--- src/rtl/dip_pkg.sv ---
package dip_pkg;
    localparam int INSTR_W = 32;
    localparam int PKT_W   = 2 * INSTR_W;
    localparam int REG_W   = 5;
    localparam int CLS_W   = 2;
    localparam int RD_HI   = INSTR_W - CLS_W - 1;
    localparam int RS1_HI  = RD_HI - REG_W;
    localparam int RS2_HI  = RS1_HI - REG_W;
    localparam int WIN     = 2;

    typedef enum logic [CLS_W-1:0] {
        CLS_ALU = 2'b00,
        CLS_LD  = 2'b01,
        CLS_FLD = 2'b10,
        CLS_FOP = 2'b11
    } cls_e;

    typedef struct packed {
        logic             vld;
        logic             is_fop;
        logic             is_load;
        logic             dst_vld;
        logic             dst_fp;
        logic [REG_W-1:0] dst;
        logic             src_fp;
        logic             s1_vld;
        logic [REG_W-1:0] s1;
        logic             s2_vld;
        logic [REG_W-1:0] s2;
    } dec_t;

    typedef struct packed {
        logic             vld;
        logic             fp;
        logic [REG_W-1:0] idx;
    } wr_t;

    typedef struct packed {
        logic               hold_vld;
        logic [INSTR_W-1:0] hold_instr;
        wr_t                shadow;
    } state_t;

    function automatic dec_t f_dec(logic v, logic [INSTR_W-1:0] w);
        dec_t d;
        cls_e c;
        c         = cls_e'(w[INSTR_W-1 -: CLS_W]);
        d.vld     = v;
        d.is_fop  = v && (c == CLS_FOP);
        d.is_load = v && ((c == CLS_LD) || (c == CLS_FLD));
        d.dst     = w[RD_HI -: REG_W];
        d.s1      = w[RS1_HI -: REG_W];
        d.s2      = w[RS2_HI -: REG_W];
        d.dst_vld = v && (d.dst != '0);
        d.dst_fp  = (c == CLS_FLD) || (c == CLS_FOP);
        d.src_fp  = (c == CLS_FOP);
        d.s1_vld  = v && (d.s1 != '0);
        d.s2_vld  = v && (d.s2 != '0) && ((c == CLS_ALU) || (c == CLS_FOP));
        return d;
    endfunction

    function automatic wr_t f_wr(dec_t d);
        wr_t r;
        r.vld = d.dst_vld;
        r.fp  = d.dst_fp;
        r.idx = d.dst;
        return r;
    endfunction

    function automatic logic f_reads(dec_t d, wr_t p);
        return p.vld && d.vld && (p.fp == d.src_fp) &&
               ((d.s1_vld && (d.s1 == p.idx)) || (d.s2_vld && (d.s2 == p.idx)));
    endfunction
endpackage

--- src/rtl/dip_decode.sv ---
module dip_decode
    import dip_pkg::*;
(
    input  logic               vld,
    input  logic [INSTR_W-1:0] instr,
    output dec_t               dec
);
    always_comb begin
        dec = f_dec(vld, instr);
    end
endmodule

--- src/rtl/dip_raw.sv ---
module dip_raw
    import dip_pkg::*;
(
    input  wr_t  prod,
    input  dec_t cons,
    output logic hit
);
    always_comb begin
        hit = f_reads(cons, prod);
    end
endmodule

--- src/rtl/dip_pair_issue.sv ---
module dip_pair_issue
    import dip_pkg::*;
(
    input  logic               clk,
    input  logic               rst_n,
    input  logic               pkt_valid,
    input  logic [PKT_W-1:0]   pkt_data,
    output logic [1:0]         issue_cnt,
    output logic [INSTR_W-1:0] issue0_instr,
    output logic [INSTR_W-1:0] issue1_instr,
    output logic               fetch_stall
);
    state_t st_q, st_d;

    logic [INSTR_W-1:0] pkt_left, pkt_right;
    logic [INSTR_W-1:0] win_w [WIN];
    logic               win_v [WIN];
    dec_t               dec   [WIN];
    logic               sh_hit[WIN];
    logic               pair_hit;
    wr_t                old_wr;
    logic               old_ok, young_ok, mix, accept;

    assign pkt_left  = pkt_data[PKT_W-1 -: INSTR_W];
    assign pkt_right = pkt_data[INSTR_W-1:0];

    // Window: a held instruction is always the oldest.
    always_comb begin
        win_w[0] = st_q.hold_vld ? st_q.hold_instr : pkt_left;
        win_v[0] = st_q.hold_vld | pkt_valid;
        win_w[1] = st_q.hold_vld ? pkt_left : pkt_right;
        win_v[1] = pkt_valid;
    end

    generate
        for (genvar g = 0; g < WIN; g++) begin : g_pos
            dip_decode u_dec (
                .vld   (win_v[g]),
                .instr (win_w[g]),
                .dec   (dec[g])
            );
            dip_raw u_sh (
                .prod (st_q.shadow),
                .cons (dec[g]),
                .hit  (sh_hit[g])
            );
        end
    endgenerate

    assign old_wr = f_wr(dec[0]);

    dip_raw u_pair (
        .prod (old_wr),
        .cons (dec[1]),
        .hit  (pair_hit)
    );

    always_comb begin
        st_d     = st_q;
        old_ok   = dec[0].vld && !sh_hit[0];
        mix      = dec[0].is_fop != dec[1].is_fop;
        young_ok = old_ok && dec[1].vld && mix && !pair_hit && !sh_hit[1];
        accept   = st_q.hold_vld ? young_ok : old_ok;

        if (st_q.hold_vld) begin
            if (young_ok) begin
                st_d.hold_vld   = 1'b1;
                st_d.hold_instr = pkt_right;
            end else if (old_ok) begin
                st_d.hold_vld   = 1'b0;
                st_d.hold_instr = '0;
            end
        end else if (old_ok && !young_ok) begin
            st_d.hold_vld   = 1'b1;
            st_d.hold_instr = pkt_right;
        end

        st_d.shadow = '0;
        if (young_ok && dec[1].is_load) begin
            st_d.shadow = f_wr(dec[1]);
        end else if (old_ok && dec[0].is_load) begin
            st_d.shadow = old_wr;
        end

        issue_cnt    = young_ok ? 2'd2 : (old_ok ? 2'd1 : 2'd0);
        issue0_instr = old_ok   ? win_w[0] : '0;
        issue1_instr = young_ok ? win_w[1] : '0;
        fetch_stall  = pkt_valid && !accept;
    end

    always_ff @(posedge clk or negedge rst_n) begin
        if (!rst_n) begin
            st_q <= '0;
        end else begin
            st_q <= st_d;
        end
    end

    // Checker state: load write seen on the issue outputs last cycle.
    wr_t  ld_wr_q;
    dec_t out_dec0, out_dec1;
    assign out_dec0 = f_dec(issue_cnt != 2'd0, issue0_instr);
    assign out_dec1 = f_dec(issue_cnt == 2'd2, issue1_instr);

    always_ff @(posedge clk or negedge rst_n) begin
        if (!rst_n) begin
            ld_wr_q <= '0;
        end else if (out_dec1.is_load) begin
            ld_wr_q <= f_wr(out_dec1);
        end else if (out_dec0.is_load) begin
            ld_wr_q <= f_wr(out_dec0);
        end else begin
            ld_wr_q <= '0;
        end
    end

    AST_PAIR_MIX: assert property (@(posedge clk) disable iff (!rst_n)
        (issue_cnt == 2'd2) |-> (out_dec0.is_fop != out_dec1.is_fop));

    AST_YOUNG_NEEDS_OLD: assert property (@(posedge clk) disable iff (!rst_n)
        (issue1_instr != '0) |-> (issue_cnt == 2'd2));

    AST_NO_PAIR_RAW: assert property (@(posedge clk) disable iff (!rst_n)
        (issue_cnt == 2'd2) |-> !f_reads(out_dec1, f_wr(out_dec0)));

    AST_LOAD_SHADOW_OLD: assert property (@(posedge clk) disable iff (!rst_n)
        (issue_cnt != 2'd0) |-> !f_reads(out_dec0, ld_wr_q));

    AST_LOAD_SHADOW_YOUNG: assert property (@(posedge clk) disable iff (!rst_n)
        (issue_cnt == 2'd2) |-> !f_reads(out_dec1, ld_wr_q));

    AST_SINGLE_HOLDS: assert property (@(posedge clk) disable iff (!rst_n)
        (!st_q.hold_vld && issue_cnt == 2'd1) |=> st_q.hold_vld);

    AST_STALL_NEEDS_PKT: assert property (@(posedge clk) disable iff (!rst_n)
        fetch_stall |-> pkt_valid);
endmodule

--- config.mk ---
export PLATFORM = sky130hd
export DESIGN_NAME = dip_pair_issue
export DESIGN_NICKNAME = d
export VERILOG_FILES = /design/src/rtl/dip_pkg.sv /design/src/rtl/dip_decode.sv /design/src/rtl/dip_raw.sv /design/src/rtl/dip_pair_issue.sv
export SDC_FILE = /design/constraint.sdc
export NUM_CORES = 1
export LEC_CHECK = 0
export ABC_AREA = 1
export BUFFER_PORTS_ARGS = -buffer_cell sky130_fd_sc_hd__clkbuf_2
export CAP_MARGIN = 5
export CORE_ASPECT_RATIO = 1.5
export CORE_MARGIN = 2
export CORE_UTILIZATION = 40
export CTS_CLUSTER_SIZE = 16
export DETAILED_ROUTE_END_ITERATION = 10
export PLACE_DENSITY = 0.75
export SLEW_MARGIN = 20
export SYNTH_ARGS = -nofsm -noshare
export SYNTH_HDL_FRONTEND = slang
export SYNTH_SLANG_ARGS = --single-unit
--- constraint.sdc ---
create_clock -name clk -period 2.95 [get_ports clk]
set_input_delay 0.4425 -clock clk [delete_from_list [all_inputs] [get_ports clk]]
set_output_delay 0.4425 -clock clk [all_outputs]
set_load 0.02 [all_outputs]
==> flow_summary.toml, run 1 <==
[clocking]
clk_pin_slew_ns = 0.06
ctsHoldBuffers = 0
htree_levels = 2
root_buffer = "clkbuf_16"
cts_sinks = 40
cts_buffer_depth = 2
clock_latency_ns = 0.29
cts_tree = "built"
cts_made_buffers = 5

[routing]
via_count = 5685
drtAntennaViolNets = 0
drtPass1Iterations = 6
wl_per_cell_um = 18.69
viasPerCell = 5.867
wl_um = 18110
drcViolationCount = 0
dr.first_iter.drc_count = 463

[floorplan]
design.core.area_um2 = 9308
rows = 43
die_x_um = 84.24
start_util_pct = 41.50
die_area_um2 = 10470
io_pins = 134
dieHeight_um = 124.4

[synth]
syn_inst = 665
yosysWarningCount = 0
syn-cell-area_um2 = 3862
syn_area_per_cell_um2 = 5.808
seq_area_frac_synth_pct = 25.92
syn_nets = 734
synth_cell_type_count = 27
ys_seq_elements = 40

[sta]
hold_viol = 0
setup_ws_ns = -0.2952
tightest_slew_ns = 0.6756
rsz0062_at_grt = "true"
clock_skew_ns = 0.009602
setup_viol = 70
final.min_clock_period_ns = 3.245
maxSlewHeadroom_pct = 54.96
slew_violations = 0
finalCritPeriodShare_pct = 110.0
fmax_mhz = 308.2

[grt]
groute.usage.overall_pct = 29.84
grt_pass1_wl_um = 25520
grt_max_degree = 35
grt_pass1_vias = 5121
antenna_found_initial = 0
gr-total-overflow = 0

[power]
total_power_w = 0.008431
irDropWorstVdd_mv = 0.7917
swShare_pct = 51.32
seq_power_share_pct = 12.4
power_frac_comb_pct = 81.2
clockPowerShare_pct = 6.4
power_density_nw_per_um2 = 1295
p_sw_w = 0.004327
p_int_w = 0.004104
leakage_nw = 3.401

[worst_setup_path]
rrSetupSlack_ns = -0.06
arrival_ns = 2.80
crit_path_end_kind = "output pin"
critical_path_required_ns = 2.51
critical_path_class = "flop to output pin"
startpoint_type = "flop"
crit_path_max_fanout = 8

[status]
violations = "setup timing"
status = "finished, violations left"

[final_layout]
fin_cells = 969
multi_input_area_um2 = 2970
syn_to_final_growth_pct = 68.61
largest-register = "st_q"
antenna_cells = 0
register_area_um2 = 1005
largest_reg_flops = 40
biggestRegsByFlops = "st_q x40"
final_layout_size_suffix_gt1_share_pct = 42.71
nets = 925
fillCellCount = 705

[hold_path]
hold_path.class = "input pin to async pin"

[place]
dp.cells = 915
port_buffers = 133
hpwl_um = 10900
gp_congestion = 0.9663

[flow_run]
max-cap-violations = 0
-- repair_timing --
| item | CTS | global route |
|---|---|---|
| endpoints found under the setup margin | 66 | 107 |
| gates resized for setup | 78 | 181 |
| buffers inserted | 30 | 5 |
| pin swaps | 19 | 34 |
| cloned | 6 | 7 |
-- metrics by stage --
stage / hold WS, ns / cell area (um2) / setup slack (ns) / setup TNS [ns] / util [%]
2_1_floorplan: 0.1469 / 3966 / -0.1212 / -2.946 / -
3_3_place_gp: 0.4787 / 4898 / -0.04557 / -0.4466 / 52.63
3_5_place_dp: 0.4827 / 4898 / -0.1087 / -1.965 / 52.63
4_1_cts: 0.1758 / 5744 / -0.2022 / -10.81 / 61.72
5_1_grt: 0.2219 / 6513 / -0.4096 / -25.12 / 69.97
6_report: 0.1787 / 6513 / -0.2952 / -15.73 / 69.97
-- cells in the mapped netlist, drive strengths merged --
cell / number / share of area (%)
and3: 1 / 0.16
clkbuf: 15 / 1.5
o211ai: 1 / 0.19
xnor2: 2 / 0.45
inv: 56 / 5.5
and2: 2 / 0.32
ha: 2 / 0.65
nand2: 227 / 23
buf: 32 / 5.5
nor2: 56 / 5.6
xor2: 3 / 0.68
dfrtp: 40 / 26
nand3: 119 / 15
nand4: 36 / 5.8
a21oi: 35 / 4.5
nor3b: 1 / 0.19
o21ai: 34 / 4.5
or2: 3 / 0.49
-- power by group through the flow --
stage                     Sequential [W]  Clock (W)  Combinational (W)
after floorplan                 0.000895          0            0.00323
after global placement          0.000967          0            0.00450
after detailed placement        0.000976          0            0.00455
after CTS                       0.000975   0.000530            0.00564
after global routing             0.00106   0.000558            0.00725
final                            0.00104   0.000538            0.00685
-- metal layers --
metal	wire length [um]	global-route usage, %	up-vias
met5	0	0	-
met4	1347	18.22	0
met3	1318	3.910	98
met2	9197	52.61	394
met1	6244	33.37	2625
li1	-	-	2568
-- final timing paths --
check	cells past startpoint	from	endpoint
min in group clk	3	pkt_data[28]	st_q[35]
max in group asynchronous	2	rst_n	st_q[32]
worst max-delay path	20	st_q[39]	issue1_instr[0]
worst min register to register	2	st_q[9]	st_q[9]
worst max register to register	22	st_q[39]	st_q[9]
worst min-delay path	1	rst_n	st_q[9]
-- critical path, cell delays in order, from the launching register on --
cell       delay [ns]
dfrtp_4          0.52
inv_8            0.08
or2_4            0.24
o21ai_4          0.06
inv_2            0.07
ha_4             0.22
nor2_2           0.11
nand2_1          0.06
nor2_1           0.09
nand2_1          0.05
nor2_1           0.08
nand2_1          0.05
nand2_1          0.07
nand2_2          0.07
nand2_2          0.09
inv_2            0.05
nand2_4          0.10
buf_12           0.15
clkbuf_16        0.15
a21oi_2          0.04
buf_4            0.15
-- cell usage in the layout (no fill, tap or decap), types with 3 or more instances in the layout --
master / netlist / routed
xor2_1: 3 / 3
a21oi_1: 35 / 19
nand2_2: 7 / 14
nor2_1: 55 / 40
or2_4: 0 / 3
a21oi_2: 0 / 15
inv_2: 5 / 10
nand3_4: 0 / 5
inv_1: 50 / 45
buf_12: 0 / 12
nand2_1: 220 / 209
buf_2: 15 / 10
nand3_2: 0 / 42
buf_8: 0 / 5
nor2_2: 0 / 5
clkbuf_2: 0 / 85
clkbuf_16: 0 / 11
buf_6: 6 / 23
o21ai_2: 1 / 12
clkbuf_8: 0 / 9
nand3_1: 119 / 72
nor2_4: 1 / 11
o21ai_1: 21 / 10
dfrtp_1: 40 / 39
o21ai_4: 0 / 3
nand2_4: 0 / 3
o21ai_0: 12 / 9
buf_4: 8 / 76
nand4_1: 36 / 36
buf_16: 0 / 3
-- layout make-up --
class / instances / area share [%]
multi-input cells: 522 / 45.61
clock inverters: 1 / 0.07685
flip-flops and latches: 40 / 15.43
well taps: 112 / 2.152
clock buffers: 7 / 2.036
repair buffers: 231 / 31.35
inverters: 56 / 3.343
-- logic make-up after synthesis --
family | share of synthesized area [%]
AOI/OAI and AO/OA | 9.232
xor gates and xnor gates | 1.134
adders and majority gates | 0.6478
buffers and inverters | 12.50
DFF | 25.92
and+or+nand+nor | 50.57
Note: power is estimated with default switching activity, not from simulation.
==> inputs of run 2 (changes only) <==
--- a/config.mk
+++ b/config.mk
@@ -8,12 +8,12 @@
 export ABC_AREA = 1
 export BUFFER_PORTS_ARGS = -buffer_cell sky130_fd_sc_hd__clkbuf_2
 export CAP_MARGIN = 5
-export CORE_ASPECT_RATIO = 1.5
 export CORE_MARGIN = 2
 export CORE_UTILIZATION = 40
 export CTS_CLUSTER_SIZE = 16
 export DETAILED_ROUTE_END_ITERATION = 10
 export PLACE_DENSITY = 0.75
+export SETUP_SLACK_MARGIN = 0.4
 export SLEW_MARGIN = 20
 export SYNTH_ARGS = -nofsm -noshare
 export SYNTH_HDL_FRONTEND = slang
==> constraint.sdc (replaced) <==
create_clock -name clk -period 2.83 [get_ports clk]
set_input_delay 0.4245 -clock clk [delete_from_list [all_inputs] [get_ports clk]]
set_output_delay 0.4245 -clock clk [all_outputs]
set_load 0.02 [all_outputs]
==> run 2 against run 1 <==
  * The flow still finishes with violations (setup timing)
  * Global-route usage is 1.5 points lower
  * Core utilization rose by 1.4 points
  * Sequential cell count unchanged
  * First-iteration DRC count is 6.7% lower
  * Combinational power up 5.4%
  * Cell area up 1.7%
  * Routed wire length shrank 6.6%
  * Largest cell class unchanged
  * Largest power group unchanged
==> flow_summary.toml, run 2 (same netlist as run 1, synthesis figures left out) <==
[power]
swShare_pct = 52.35
power_density_nw_per_um2 = 1320
power_frac_comb_pct = 82.6
p_sw_w = 0.004574
seq_power_share_pct = 11.6
irDropWorstVdd_mv = 0.7149
leakage_nw = 3.253
clockPowerShare_pct = 5.8
p_int_w = 0.004163

[grt]
grt_max_degree = 44
groute.usage.overall_pct = 28.39
grt_pass1_wl_um = 23520
antenna_found_initial = 0
grt_pass1_vias = 4685
gr-total-overflow = 0

[sta]
final.min_clock_period_ns = 3.211
tightest_slew_ns = 0.8680
fmax_mhz = 311.4
setup_ws_ns = -0.3810
slew_violations = 0
finalCritPeriodShare_pct = 113.5
rsz0062_at_grt = "true"
setup_viol = 67
setup_tns_ns = -21.78
hold_slack_ns = 0.2085
hold_viol = 0
maxSlewHeadroom_pct = 42.13
clock_skew_ns = 0.01090

[clocking]
cts_made_buffers = 5
cts_sinks = 40
cts_tree = "built"
clock_latency_ns = 0.31
cts_buffer_depth = 2
clk_pin_slew_ns = 0.09
root_buffer = "clkbuf_8"
htree_levels = 2

[final_layout]
nets = 916
fin_area_um2 = 6621
antenna_cells = 0
fin_cells = 977
largest-register = "st_q"
biggestRegsByFlops = "st_q x40"
largest_reg_flops = 40
final_layout_size_suffix_gt1_share_pct = 43.16
layout_common_cells = "nand2_1 (204), nand3_1 (109), clkbuf_2 (82), buf_4 (57), buf_6 (52)"
syn_to_final_growth_pct = 71.43
final_common_cell = "nand2_1"

[worst_setup_path]
startpoint_type = "flop"
cp_slowest_cell = "dfrtp_4"
crit_path_end_kind = "output pin"
crit_path_frequent_cell = "nand2_1"
path_cells = "inv_6 > or2_4 > o21ai_4 > inv_2 > ha_4 > nor2_2 > nand2_1 > nor2_1 > nand2_1 > nor2_1 > nand2_1 > nand2_2 > nand2_4 > nand2_4 > inv_4 > nand2_8 > buf_8 > nor2_2 > buf_6"
slowest_delay_ns = 0.49
critical_path_class = "flop to output pin"
crit_path_max_fanout = 8
critical_path_required_ns = 2.41
arrival_ns = 2.79

[routing]
wl_per_cell_um = 17.32
drtPass1Iterations = 6
drcViolationCount = 0
viasPerCell = 5.555
via_count = 5427
wl_um = 16920
dr.first_iter.drc_count = 432
drtAntennaViolNets = 0

[status]
status = "finished, violations left"
violations = "setup timing"

[place]
gp_congestion = 0.9358
hpwl_um = 10890
pre_cts_ws_ns = -0.1057
port_buffers = 133
dp.cells = 938
placed_area_um2 = 5293

[floorplan]
rows = 35
start_util_pct = 41.60
design.core.area_um2 = 9284
die_area_um2 = 10460
die_x_um = 102.3
dieHeight_um = 102.3
io_pins = 134

[hold_path]
hold_path.class = "input pin to async pin"

[flow_run]
max-cap-violations = 0
## run 2: cell count changes in the layout (fill, tap and decap cells not counted), moves of 6 or more
cell     change
o21ai_2      -6
nand3_2     -32
nor2_1      -22
a21oi_4     +19
nor2_2      +16
buf_6       +29
buf_4       -19
nor2_4       +6
nand3_1     +37
buf_2        -9
a21oi_1     -16
## run 2: power by group through the flow
stage | Clock (W) | Sequential [W] | Combinational, W
after detailed placement | 0 | 0.00101 | 0.00523
after global routing | 0.000536 | 0.00103 | 0.00766
after floorplan | 0 | 0.000933 | 0.00384
after CTS | 0.000510 | 0.000994 | 0.00561
after global placement | 0 | 0.00100 | 0.00514
final | 0.000508 | 0.00101 | 0.00722
## run 2: repair_timing
item	CTS	global route
hold buffers	0	0
pin swaps	9	29
endpoints found under the setup margin	107	107
gates resized for setup	42	227
setup buffers	12	10
cloned	0	9
## run 2: through the flow
stage,power (W),utilization (%)
finish,0.008737,71.32
global route,0.009230,71.32
CTS,0.007112,60.86
detailed placement,0.006245,57.01
global placement,0.006147,57.01
floorplan,0.004772,-
## run 2: cell type report
| type | instances | area [um2] |
|---|---|---|
| inverter | 56 | 225.2 |
| tap | 129 | 161.4 |
| timing repair buffer | 221 | 2007 |
| sequential | 40 | 1005 |
| clock buffer | 5 | 68.82 |
| multi-input combinational | 523 | 3108 |
| clock inverter | 3 | 46.29 |
| fill | 726 | 2663 |
## run 2: per-layer routing
| metal | global-route usage [%] | wire [um] | part of all wire, % | up-vias |
|---|---|---|---|---|
| li1 | - | - | - | 2545 |
| met1 | 37.63 | 6479 | 38 | 2502 |
| met2 | 47.87 | 8467 | 50 | 346 |
| met3 | 4.514 | 1599 | 9.5 | 34 |
| met4 | 8.308 | 373 | 2.2 | 0 |
| met5 | 0 | 0 | 0 | - |
## run 2: final timing paths
check                             start               end  slack [ns]  depth (start not counted)
max                            st_q[39]  issue1_instr[25]       -0.38                         19
min                               rst_n          st_q[20]        0.21                          1
max reg2reg                    st_q[39]          st_q[16]        0.01                         19
min reg2reg                    st_q[31]          st_q[31]        0.53                          2
max in group asynchronous         rst_n          st_q[36]        1.96                          2
min in group clk           pkt_data[11]          st_q[18]        0.40                          3
## run 2: critical path, delay by kind of cell (launching register included)
kind / cells / cell delay (ns)
AOI/OAI and AO/OA: 1 / 0.08
adders and majority gates: 1 / 0.22
buffers and inverters: 5 / 0.49
DFF: 1 / 0.49
and+or+nand+nor: 12 / 1.19
